===== src/rtl/nvm_guard_pkg.sv =====
package nvm_guard_pkg;
    typedef enum logic [1:0] {
        CMD_PROG  = 2'd0,
        CMD_SECT  = 2'd1,
        CMD_BLOCK = 2'd2,
        CMD_NONE  = 2'd3
    } cmd_kind_e;

    localparam int REG_W   = 8;
    localparam int CTL_BIT = 7;
endpackage


===== src/rtl/nvm_guard_reg.sv =====
module nvm_guard_reg
    import nvm_guard_pkg::*;
#(
    parameter int SIZE_W = 5
) (
    input  logic              clk,
    input  logic              rst_n,
    input  logic              cfg_valid,
    input  logic [REG_W-1:0]  cfg_byte,
    input  logic              cfg_dbl_fault,
    input  logic              wr_prot,
    input  logic [REG_W-1:0]  wr_data,
    output logic              loaded,
    output logic              ctl_off,
    output logic [SIZE_W-1:0] size
);
    typedef struct packed {
        logic              loaded;
        logic              ctl;
        logic [SIZE_W-1:0] size;
    } reg_state_t;

    reg_state_t state_d, state_q;

    logic unused_bits;
    assign unused_bits = ^{cfg_byte[CTL_BIT-1:SIZE_W], wr_data[CTL_BIT-1:SIZE_W]};

    always_comb begin
        state_d = state_q;
        if (!state_q.loaded) begin
            if (cfg_valid) begin
                state_d.loaded = 1'b1;
                if (cfg_dbl_fault) begin
                    state_d.ctl  = 1'b0;
                    state_d.size = '1;
                end else begin
                    state_d.ctl  = cfg_byte[CTL_BIT];
                    state_d.size = cfg_byte[SIZE_W-1:0];
                end
            end
        end else if (wr_prot) begin
            state_d.ctl = state_q.ctl & wr_data[CTL_BIT];
            if (wr_data[SIZE_W-1:0] > state_q.size) begin
                state_d.size = wr_data[SIZE_W-1:0];
            end
        end
    end

    always_ff @(posedge clk or negedge rst_n) begin
        if (!rst_n) begin
            state_q.loaded <= 1'b0;
            state_q.ctl    <= 1'b0;
            state_q.size   <= '1;
        end else begin
            state_q <= state_d;
        end
    end

    assign loaded  = state_q.loaded;
    assign ctl_off = state_q.ctl;
    assign size    = state_q.size;
endmodule


===== src/rtl/nvm_guard_chk.sv =====
module nvm_guard_chk
    import nvm_guard_pkg::*;
#(
    parameter int SIZE_W    = 5,
    parameter int GRAN_LOG2 = 6
) (
    input  logic                        ctl_off,
    input  logic [SIZE_W-1:0]           size,
    input  logic [1:0]                  cmd_kind,
    input  logic [SIZE_W+GRAN_LOG2-1:0] cmd_addr,
    output logic                        cmd_real,
    output logic                        cmd_hit
);
    localparam int ADDR_W = SIZE_W + GRAN_LOG2;

    cmd_kind_e           kind;
    logic [SIZE_W-1:0]   step;
    logic                unused_low;

    assign kind       = cmd_kind_e'(cmd_kind);
    assign step       = cmd_addr[ADDR_W-1:GRAN_LOG2];
    assign unused_low = ^cmd_addr[GRAN_LOG2-1:0];

    always_comb begin
        cmd_real = 1'b1;
        cmd_hit  = 1'b0;
        unique case (kind)
            CMD_PROG, CMD_SECT: cmd_hit = !ctl_off && (step <= size);
            CMD_BLOCK:          cmd_hit = !ctl_off;
            default:            cmd_real = 1'b0;
        endcase
    end
endmodule


===== src/rtl/nvm_guard_flag.sv =====
module nvm_guard_flag (
    input  logic clk,
    input  logic rst_n,
    input  logic cmd_go,
    input  logic cmd_hit,
    input  logic clr,
    output logic viol,
    output logic strobe
);
    typedef struct packed {
        logic viol;
        logic strobe;
    } flag_state_t;

    flag_state_t state_d, state_q;

    always_comb begin
        state_d        = state_q;
        state_d.strobe = 1'b0;
        if (clr) begin
            state_d.viol = 1'b0;
        end
        if (cmd_go && !state_q.viol) begin
            if (cmd_hit) begin
                state_d.viol = 1'b1;
            end else begin
                state_d.strobe = 1'b1;
            end
        end
    end

    always_ff @(posedge clk or negedge rst_n) begin
        if (!rst_n) begin
            state_q <= '0;
        end else begin
            state_q <= state_d;
        end
    end

    assign viol   = state_q.viol;
    assign strobe = state_q.strobe;
endmodule


===== src/rtl/nvm_guard.sv =====
module nvm_guard
    import nvm_guard_pkg::*;
#(
    parameter int SIZE_W    = 5,
    parameter int GRAN_LOG2 = 6
) (
    input  logic                        clk,
    input  logic                        rst_n,
    input  logic                        cfg_valid,
    input  logic [7:0]                  cfg_byte,
    input  logic                        cfg_dbl_fault,
    input  logic                        wr_en,
    input  logic                        wr_sel,
    input  logic [7:0]                  wr_data,
    output logic [7:0]                  rd_prot,
    output logic                        rd_viol,
    input  logic                        cmd_valid,
    input  logic [1:0]                  cmd_kind,
    input  logic [SIZE_W+GRAN_LOG2-1:0] cmd_addr,
    output logic                        pe_strobe
);
    logic              loaded;
    logic              ctl_off;
    logic [SIZE_W-1:0] size;
    logic              cmd_real;
    logic              cmd_hit;
    logic              cmd_go;
    logic              wr_prot;
    logic              clr;

    assign wr_prot = wr_en && !wr_sel;
    assign clr     = loaded && wr_en && wr_sel && wr_data[0];
    assign cmd_go  = loaded && cmd_valid && cmd_real;

    nvm_guard_reg #(.SIZE_W(SIZE_W)) u_reg (
        .clk           (clk),
        .rst_n         (rst_n),
        .cfg_valid     (cfg_valid),
        .cfg_byte      (cfg_byte),
        .cfg_dbl_fault (cfg_dbl_fault),
        .wr_prot       (wr_prot),
        .wr_data       (wr_data),
        .loaded        (loaded),
        .ctl_off       (ctl_off),
        .size          (size)
    );

    nvm_guard_chk #(.SIZE_W(SIZE_W), .GRAN_LOG2(GRAN_LOG2)) u_chk (
        .ctl_off  (ctl_off),
        .size     (size),
        .cmd_kind (cmd_kind),
        .cmd_addr (cmd_addr),
        .cmd_real (cmd_real),
        .cmd_hit  (cmd_hit)
    );

    nvm_guard_flag u_flag (
        .clk     (clk),
        .rst_n   (rst_n),
        .cmd_go  (cmd_go),
        .cmd_hit (cmd_hit),
        .clr     (clr),
        .viol    (rd_viol),
        .strobe  (pe_strobe)
    );

    always_comb begin
        rd_prot                = '0;
        rd_prot[CTL_BIT]       = ctl_off;
        rd_prot[SIZE_W-1:0]    = size;
    end
endmodule


===== config.mk =====
export PLATFORM = sky130hd
export DESIGN_NAME = nvm_guard
export DESIGN_NICKNAME = d
export VERILOG_FILES = /design/src/rtl/nvm_guard_pkg.sv /design/src/rtl/nvm_guard_reg.sv /design/src/rtl/nvm_guard_chk.sv /design/src/rtl/nvm_guard_flag.sv /design/src/rtl/nvm_guard.sv
export SDC_FILE = /design/constraint.sdc
export NUM_CORES = 1
export LEC_CHECK = 0
export ABC_AREA = 1
export BUFFER_PORTS_ARGS = -buffer_cell sky130_fd_sc_hd__buf_2
export CORE_UTILIZATION = 43
export DETAILED_ROUTE_END_ITERATION = 8
export PLACE_DENSITY = 0.77
export SLEW_MARGIN = 20
export SYNTH_ARGS = -nofsm -noshare
export SYNTH_HDL_FRONTEND = slang
export SYNTH_SLANG_ARGS = --single-unit

===== constraint.sdc =====
create_clock -name clk -period 2.16 [get_ports clk]
set_clock_uncertainty 0.2 [all_clocks]
set_input_delay 0.108 -clock clk [delete_from_list [all_inputs] [get_ports clk]]
set_output_delay 0.108 -clock clk [all_outputs]
set_load 0.02 [all_outputs]

==> results of run 1 <==
==> logic make-up after synthesis <==
group / count (synthesis) / share of synthesized area
fa+ha+maj: 10 / 0.159
simple gates: 56 / 0.331
flops: 9 / 0.295
other cells: 1 / 0.00477
compound gates: 13 / 0.0924
buf+inv: 18 / 0.118
==> cell usage in the layout, fill, tap and decap left out <==
cell / n
clkbuf_1: 1
o22ai_1: 1
conb_1: 2
nor2_1: 8
o21ai_0: 3
clkbuf_4: 3
nand2_4: 1
buf_2: 33
dlygate4sd3_1: 20
dfstp_2: 5
nand3b_4: 1
inv_4: 1
nand3_1: 8
nand2_2: 2
nand3_2: 1
a21oi_2: 1
ha_1: 10
nor2_2: 1
inv_1: 12
or2_2: 1
nand2_1: 33
o21ai_1: 2
o211ai_1: 1
dfrtp_1: 4
a21oi_1: 5
==> worst register-to-register path, cell delays in order, from the launching register on <==
cell and delay, ns:
dfrtp_1 0.53, inv_4 0.11, nand2_2 0.17, o21ai_0 0.21, dlygate4sd3_1 0.58, nand2_1 0.06
nand2_1 0.06
==> where the power goes <==
part / switching, mW / total (mW) / internal [mW]
registers: 0.0446 / 0.301 / 0.257
logic: 0.315 / 0.529 / 0.214
clock network: 0.0634 / 0.135 / 0.0715
==> path summary, 6_finish.rpt <==
check	startpoint	end	cells past startpoint
worst min-delay path	cfg_byte[0]	u_reg.size[0]	5
worst max register to register	u_reg.loaded	u_reg.size[3]	6
max in group asynchronous	rst_n	u_reg.size[1]	2
worst max-delay path	u_reg.loaded	u_reg.size[3]	6
worst min register to register	u_reg.size[2]	u_reg.size[2]	2
min in group asynchronous	rst_n	u_flag.viol	2
==> layout make-up <==
class	instances	area [sq um]
inverter	13	51.3
tap	25	31.3
multi-input combinational	81	465
fill	143	556
sequential	9	231
clock buffer	4	26.3
timing repair buffer	53	365
==> routing by layer <==
| metal | GRT usage | vias up | share of wire |
|---|---|---|---|
| met3 | 0.0360 | 8 | 0.040 |
| met1 | 0.275 | 409 | 0.40 |
| met5 | 0 | - | 0 |
| li1 | - | 442 | - |
| met4 | 0.121 | 0 | 0.032 |
| met2 | 0.453 | 31 | 0.53 |
==> synth_stat cells, drive strengths merged <==
| cell type | instances |
|---|---|
| a21oi | 6 |
| buf | 5 |
| conb | 1 |
| dfrtp | 4 |
| dfstp | 5 |
| ha | 10 |
| inv | 13 |
| nand2 | 36 |
| nand3 | 9 |
| nand3b | 1 |
| nor2 | 9 |
| o211ai | 1 |
| o21ai | 5 |
| o22ai | 1 |
| or2 | 1 |
==> metrics by stage <==
step                area (sq um)  setup WS (ns)  power (mW)  std cells  hold slack (ns)
global placement             945          0.352       0.770        161           -0.229
detailed placement           945          0.322       0.788        161           -0.230
global route                1170         0.0727        1.06        185           0.0293
floorplan                    790          0.390       0.648        108           -0.388
finish                      1170          0.200       0.965        185           0.0120
CTS                         1180         0.0727       0.960        186          0.00395
==> state kept, by name (all words and copies together) (netlist names) <==
signal and count:
u_flag.strobe 1, u_reg.size 5, u_flag.viol 1, u_reg.ctl_off 1, u_reg.loaded 1
==> timing repair <==
item,in CTS,in global routing
endpoints found under the setup margin,0,1
hold endpoints to repair,17,0
hold buffers,21,0
==> summary.txt, run 1 <==
Run status
  • Status: finished, final reports clean

Logic synthesis
  • Syn Area/Cell: 7.34 sq um
  • Mapped Cells: 107
  • Largest area contributor in the netlist: dfstp_2
  • YS warnings: 0
  • Yosys cell types: 23
  • Area of the mapped netlist: 786 sq um
  • Share of the yosys chip area belonging to registers: 0.295
  • #FFs+latches synth: 9
  • Top cells by area, synth: dfstp_2 (17%), ha_1 (16%), nand2_1 (16%)
  • Top-area cell type share of the netlist area: 0.167

Worst setup path
  • Worst EP required: 2.17 ns
  • R2R setup slack: 0.20 ns
  • CP startpoint kind: flop
  • Crit path DAT: 1.97 ns
  • Worst Path Buf+Inv: 2
  • Worst Path Max Fanout: 13
  • Crit-path cells: inv_4, nand2_2, o21ai_0, dlygate4sd3_1, nand2_1, nand2_1
  • Critical path start-end classification: flop to flop
  • Crit. End Element: flop
  • CP delay by family, top: buffers and inverters
  • Crit path largest cell delay: 0.58 ns
  • Worst path slowest cell: dlygate4sd3_1
  • Critical path's most frequent cell: nand2_1

Route
  • Overall routed net length: 2100 um
  • DR vias: 890
  • # DRC: 0
  • First-pass DRT Iterations: 5
  • Antenna-violating nets left: 0
  • Per-cell routed wire length: 11.3 um
  • Vias per cell: 4.81
  • Initial DRC Count: 26

Timing
  • Max Fclk: 510 MHz
  • Final period util: 0.907
  • Total Neg Setup Slack: 0 ns
  • Unrepaired setup endpoints after global routing: no
  • Pins Over Slew Limit: 0
  • Setup Viol. Count Final: 0
  • Min cycle time layout: 1.96 ns
  • Fin. Hold Viols: 0

Clock tree
  • Post-cts resize count: 0
  • Clock Latency Late Sink: 0.26 ns
  • Clk pin slew, worst setup/hold paths: 0.06 ns
  • Clk buf depth: 2
  • Post-CTS Setup Inserts: 0
  • CTS tree: yes
  • Num CTS Buffers: 3
  • Clock sinks: 9
  • H-Tree Depth: 1
  • Clk root buf: clkbuf_4

Placement
  • PortBufs: 33
  • RD Place Congestion: 0.799
  • Detailed placement HPWL: 1360 um

Die
  • Initial core utilization: 0.455
  • Cell Rows: 15
  • Die Footprint: 2000 sq um
  • Vert. Die Dim: 44.7 um
  • Core Area: 1730 sq um
  • IO Count: 46
  • Die W: 44.7 um

Final layout
  • Finished Core Util: 0.678
  • # diodes: 0
  • Net count, final: 207
  • Share of layout cells above drive strength 1: 0.313
  • Layout area overhead: 49.0%

Pwr
  • Worst VDD drop: 0.000553 V
  • Leak Pwr: 0.642 nW
  • Power Dens Cells: 824 nW/um^2

Global routing
  • Initial antenna violation count: 0
  • First-pass GRT wire length: 3520 um
  • Final global-route overflow total: 0
  • Largest net degree at the start of global routing: 14
  • Number of global-route vias before repair: 880
  • Tot GR Track Use: 0.246

Min path
  • HP Class: input pin to flop

Run
  • MaxCap Viol Count: 0
(Power assumes the default switching activity.)
==> run 2: changes to the inputs <==
--- a/config.mk
+++ b/config.mk
@@ -5,11 +5,11 @@
 export SDC_FILE = /design/constraint.sdc
 export NUM_CORES = 1
 export LEC_CHECK = 0
-export ABC_AREA = 1
 export BUFFER_PORTS_ARGS = -buffer_cell sky130_fd_sc_hd__buf_2
-export CORE_UTILIZATION = 43
+export CORE_UTILIZATION = 41
 export DETAILED_ROUTE_END_ITERATION = 8
-export PLACE_DENSITY = 0.77
+export PLACE_DENSITY = 0.76
+export REMOVE_ABC_BUFFERS = 1
 export SLEW_MARGIN = 20
 export SYNTH_ARGS = -nofsm -noshare
 export SYNTH_HDL_FRONTEND = slang
==> run 2 against run 1 <==
- register-to-register slack got worse by 0.096 ns
- sequential share of layout area increased by 1.9 points
- routed wire length decreased by 15%
- clock power about the same
- critical endpoint is now u_flag.viol
- combinational power increased by 13%
- final cell count decreased by 24%
- die area decreased by 3.8%
- largest cell class unchanged
- highest routed layer unchanged
- synthesized cell count decreased by 29%
- critical path depth unchanged
- non-clock buffer count decreased by 5
==> summary.txt, run 2 <==
Final layout
  • Layout area overhead: 48.3%
  • # fillers: 132
  • Commonest non-fill, non-tap cells in the layout: buf_2 (33), dlygate4sd3_1 (14), ha_1 (10), inv_1 (7), o21ai_0 (7)
  • Max reg flops: 5
  • Share of layout cells above drive strength 1: 0.400
  • Commonest non-fill, non-tap cell in the layout: buf_2
  • Biggest register: u_reg.size
  • Net count, final: 172
  • # diodes: 0

Timing
  • Setup Viol. Count Final: 0
  • Worst Slack Setup Final: 0.104 ns
  • Final period util: 0.952
  • Pins Over Slew Limit: 0
  • Total Neg Setup Slack: 0 ns
  • Min cycle time layout: 2.06 ns
  • Fin. Hold Viols: 0
  • Max Fclk: 486 MHz
  • Fin Hold WS: 0.0154 ns

Logic synthesis
  • XOR/XNOR Fraction of Synth Area: 0
  • Multiplexer area fraction after synthesis: 0.0765
  • Main combinational cell family by area after synthesis: compound AO/OA/AOI/OAI gates
  • Mapped Cells: 76
  • FFs w/ async S/R, synth: 1.00
  • Yosys cell types: 26
  • Area of the mapped netlist: 719 sq um
  • Synth Area in Compound Gates: 0.219
  • Simple-gate share of the synthesized area: 0.130
  • Synth Flop Type: dfstp_2
  • #FFs+latches synth: 9
  • Adder-Cell Fraction of Synth Area: 0.174
  • EDFF count, synth: 0
  • Largest area contributor in the netlist: dfstp_2
  • Syn Area/Cell: 9.47 sq um
  • YS warnings: 0
  • Post-synth top cells: ha_1 (10), a21oi_1 (8), inv_1 (7), o21ai_0 (7), dfstp_2 (5)
  • Share of the yosys chip area belonging to registers: 0.322
  • Top-area cell type share of the netlist area: 0.183
  • Top cells by area, synth: dfstp_2 (18%), ha_1 (17%), dfrtp_1 (14%)
  • Count leader, synth: ha_1

Worst setup path
  • Worst reg-to-reg path cell count: 6
  • Worst r2r src: u_reg.size[3]
  • Worst EP required: 2.16 ns
  • CP startpoint kind: flop
  • Critical path start-end classification: flop to flop
  • Crit. End Element: flop
  • Worst Path Max Fanout: 3
  • Crit path DAT: 2.06 ns
  • CP Launch Point: u_reg.size[3]

Global routing
  • Tot GR Track Use: 0.219
  • Met2 Use GR: 0.385
  • Met1 Resource Use GR: 0.271
  • Initial antenna violation count: 0
  • First-pass GRT wire length: 3070 um
  • Number of global-route vias before repair: 720
  • Global routing usage on met3: 0.0125
  • Busiest layer in global routing: met2
  • Final global-route overflow total: 0
  • Largest net degree at the start of global routing: 15

Run status
  • Status: finished, final reports clean

Route
  • DR vias: 736
  • First-pass DRT Iterations: 5
  • Per-cell routed wire length: 12.7 um
  • Overall routed net length: 1790 um
  • Antenna-violating nets left: 0
  • Vias per cell: 5.22
  • Initial DRC Count: 12
  • # DRC: 0

Pwr
  • Power Dens Cells: 966 nW/um^2
  • Leak Pwr: 0.556 nW
  • Worst VDD drop: 0.000449 V
  • Pwr Total: 1.03 mW

Placement
  • Detailed placement HPWL: 1330 um
  • RD Place Congestion: 0.858
  • Dpl ws: 0.0914 ns
  • PortBufs: 33

Clock tree
  • Clk buf depth: 2
  • H-Tree Depth: 1
  • Clock sinks: 9
  • Clk root buf: clkbuf_4
  • Clock Latency Late Sink: 0.26 ns
  • Num CTS Buffers: 3
  • CTS tree: yes
  • Clk pin slew, worst setup/hold paths: 0.07 ns

Min path
  • Hold_sp: wr_data[0]
  • HP Class: input pin to flop
  • Hold Path Depth: 4

Die
  • IO Count: 46
  • Core Area: 1580 sq um
  • Die Footprint: 1930 sq um
  • Initial core utilization: 0.456
  • Die W: 43.9 um
  • Cell Rows: 14
  • Vert. Die Dim: 43.9 um

Run
  • MaxCap Viol Count: 0
-- run 2: worst max-delay path, cell delays in order (launching register included) --
cell     delay (ns)
dfstp_2        0.53
inv_1          0.07
ha_1           0.31
and4_1         0.22
a221o_1        0.36
a21oi_2        0.15
a22o_1         0.15
-- run 2: repair_timing --
item	4_1_cts	5_1_grt
setup endpoints to repair	0	3
hold buffers	14	0
gates resized for setup	0	3
buffers inserted	0	0
hold endpoints to repair	18	0
-- run 2: logic make-up (layout without fill, tap and decap cells) --
logic type | count (synthesis) | count (layout)
compound gates | 23 | 23
simple gates | 17 | 17
buf+inv | 11 | 59
fa+ha+maj | 10 | 10
flops | 9 | 9
mux | 5 | 5
other cells | 1 | 2
-- run 2: cell type report --
class | count | area, sq um | area share
clock buffer | 4 | 26.3 | 0.0246
inverter | 7 | 26.3 | 0.0246
multi-input combinational | 57 | 450 | 0.422
sequential | 9 | 231 | 0.217
tap | 16 | 20.0 | 0.0188
timing repair buffer | 48 | 313 | 0.293
-- run 2: metrics by stage --
step,utilization,std cells,cell area [sq um]
floorplan,-,73,697
global placement,0.564,123,890
detailed placement,0.564,123,890
CTS,0.670,141,1060
global route,0.677,141,1070
finish,0.677,141,1070
-- run 2: routing by layer --
layer | vias up | wire, um | share of wire
met5 | - | 0 | 0
met3 | 4 | 79 | 0.044
li1 | 372 | - | -
met4 | 0 | 25 | 0.014
met2 | 30 | 895 | 0.50
met1 | 330 | 790 | 0.44
-- run 2: final timing paths --
check / end / slack, ns
max in group asynchronous: u_reg.size[4] / 1.48
hold / removal: u_reg.size[0] / 0.02
min in group asynchronous: u_flag.strobe / 0.03
setup reg to reg: u_flag.viol / 0.10
hold reg to reg: u_flag.viol / 0.33
setup / recovery: u_flag.viol / 0.10
-- run 2: power by group --
| part | internal (mW) | total, mW | switching, mW |
|---|---|---|---|
| clock network | 0.0714 | 0.135 | 0.0636 |
| registers | 0.263 | 0.297 | 0.0346 |
| logic | 0.266 | 0.599 | 0.333 |
| total | 0.600 | 1.03 | 0.431 |
==> run 3: changes to the inputs <==
--- a/config.mk
+++ b/config.mk
@@ -8,8 +8,8 @@
 export BUFFER_PORTS_ARGS = -buffer_cell sky130_fd_sc_hd__buf_2
 export CORE_UTILIZATION = 41
 export DETAILED_ROUTE_END_ITERATION = 8
+export HOLD_SLACK_MARGIN = 0.03
 export PLACE_DENSITY = 0.76
-export REMOVE_ABC_BUFFERS = 1
 export SLEW_MARGIN = 20
 export SYNTH_ARGS = -nofsm -noshare
 export SYNTH_HDL_FRONTEND = slang
==> run 3 against run 2 <==
- count of clock-buffer cells in the layout unchanged
- die area unchanged
- sequential power increased by 2%
- critical path type unchanged
- critical endpoint is now u_reg.size[3]
- largest cell class unchanged
==> summary.txt, run 3 (synthesis gave the netlist of run 2 again) <==
Run status
  • Status: finished, final reports clean

Die
  • Vert. Die Dim: 43.9 um
  • IO Count: 46
  • Die Footprint: 1930 sq um
  • Die W: 43.9 um
  • Initial core utilization: 0.456
  • Core Area: 1580 sq um
  • Cell Rows: 14

Min path
  • HP Class: input pin to flop
  • Hold Path Depth: 5
  • Hold_sp: cfg_byte[2]
  • Worst Hold Path EP: u_reg.size[2]

Clock tree
  • Clock sinks: 9
  • Post-CTS Setup Inserts: 0
  • Clk buf depth: 2
  • Clk pin slew, worst setup/hold paths: 0.06 ns
  • Num CTS Buffers: 3
  • CTS tree: yes
  • Clock Latency Late Sink: 0.29 ns
  • H-Tree Depth: 1
  • Clk root buf: clkbuf_4

Route
  • Overall routed net length: 2170 um
  • Initial DRC Count: 21
  • Antenna-violating nets left: 0
  • Vias per cell: 5.50
  • # DRC: 0
  • DR vias: 786
  • First-pass DRT Iterations: 5
  • Per-cell routed wire length: 15.1 um

Timing
  • Worst Slack Setup Final: 0.0553 ns
  • Pins Over Slew Limit: 0
  • Max Fclk: 475 MHz
  • Unrepaired setup endpoints after global routing: no
  • Setup Viol. Count Final: 0
  • Total Neg Setup Slack: 0 ns
  • Fin. Hold Viols: 0
  • Min cycle time layout: 2.10 ns
  • Final period util: 0.974

Run
  • MaxCap Viol Count: 0

Placement
  • Detailed placement HPWL: 1360 um
  • Dpl ws: 0.0458 ns
  • PortBufs: 33
  • Dpl cells: 123
  • Placed cell area: 890 sq um
  • RD Place Congestion: 0.893

Global routing
  • First-pass GRT wire length: 3190 um
  • Initial antenna violation count: 0
  • Number of global-route vias before repair: 731
  • Largest net degree at the start of global routing: 15
  • Tot GR Track Use: 0.239
  • Final global-route overflow total: 0

Pwr
  • Power Dens Cells: 972 nW/um^2
  • Worst VDD drop: 0.000469 V
  • Leak Pwr: 0.565 nW

Final layout
  • Finished Layout Cells: 143
  • Max reg flops: 5
  • Commonest non-fill, non-tap cell in the layout: buf_2
  • Share of layout cells above drive strength 1: 0.402
  • Final Instance Area: 1100 sq um
  • Net count, final: 174
  • Finished Core Util: 0.698
  • # diodes: 0
  • Commonest non-fill, non-tap cells in the layout: buf_2 (33), dlygate4sd3_1 (16), ha_1 (9), inv_1 (7), o21ai_0 (7)
  • Biggest register: u_reg.size
  • Layout area overhead: 52.9%

Worst setup path
  • Crit. End Element: flop
  • Crit path largest cell delay: 0.52 ns
  • Crit path DAT: 2.11 ns
  • CP delay by family, top: compound AO/OA/AOI/OAI gates
  • Worst path slowest cell: dfstp_2
  • Worst EP required: 2.16 ns
  • Worst Path Max Fanout: 3
  • R2R setup slack: 0.06 ns
  • Crit-path cells: inv_1, ha_1, a21oi_2, o221ai_2, a21oi_4, buf_4, mux2i_1
  • Worst reg-to-reg path cell count: 7
  • Worst Path Buf+Inv: 2
  • Worst r2r src: u_reg.size[2]
  • CP startpoint kind: flop
  • Critical path start-end classification: flop to flop
  • RR Endpoint: u_reg.size[3]
run 3: cell count changes in the layout (fill, tap and decap cells not counted):
cell / delta
dlygate4sd3_1: +2
ha_1: -1
ha_4: +1
run 3: metal layers:
| layer | up-vias | GRT usage | wire length [um] |
|---|---|---|---|
| met4 | 0 | 0.109 | 61 |
| li1 | 378 | - | - |
| met2 | 43 | 0.448 | 1090 |
| met3 | 8 | 0.0375 | 120 |
| met5 | - | 0 | 0 |
| met1 | 357 | 0.260 | 890 |
run 3: layout make-up:
type                       count  area [sq um]
multi-input combinational     57           463
tap                           16          20.0
sequential                     9           231
fill                         120           477
timing repair buffer          50           333
inverter                       7          26.3
clock buffer                   4          26.3
run 3: worst max-delay path by stage:
stage	startpoint	endpoint	slack, ns	cells after the start
floorplan	u_reg.size[2]	u_reg.size[0]	0.08	6
global placement	u_reg.size[2]	u_flag.viol	0.12	6
detailed placement	u_reg.size[2]	u_reg.size[3]	0.05	7
CTS	u_reg.size[2]	u_reg.size[3]	0.03	7
global route	u_reg.size[2]	u_flag.viol	0.0004	6
finish	u_reg.size[2]	u_reg.size[3]	0.06	7
run 3: per-stage QoR:
| stage | power [mW] | hold slack (ns) |
|---|---|---|
| floorplan | 0.689 | -0.388 |
| global placement | 0.821 | -0.233 |
| detailed placement | 0.854 | -0.229 |
| CTS | 1.02 | 0.0656 |
| global route | 1.14 | 0.0958 |
| finish | 1.07 | 0.0414 |
run 3: worst reg2reg max path, stage by stage, from the launching register on:
cell	delay, ns
dfstp_2	0.52
inv_1	0.07
ha_1	0.32
a21oi_2	0.17
o221ai_2	0.14
a21oi_4	0.22
buf_4	0.17
mux2i_1	0.21
run 3: timing repair:
item                                   in CTS  in global routing
hold buffers                               16                  0
gates resized for setup                     0                  4
endpoints found under the hold margin      18                  0
setup endpoints to repair                   0                  4
run 3: report_power, final:
part	internal [mW]	switching (mW)	leakage [nW]
logic	0.279	0.342	0.449
clock network	0.0719	0.0717	0.0150
registers	0.263	0.0412	0.101
total	0.614	0.455	0.565
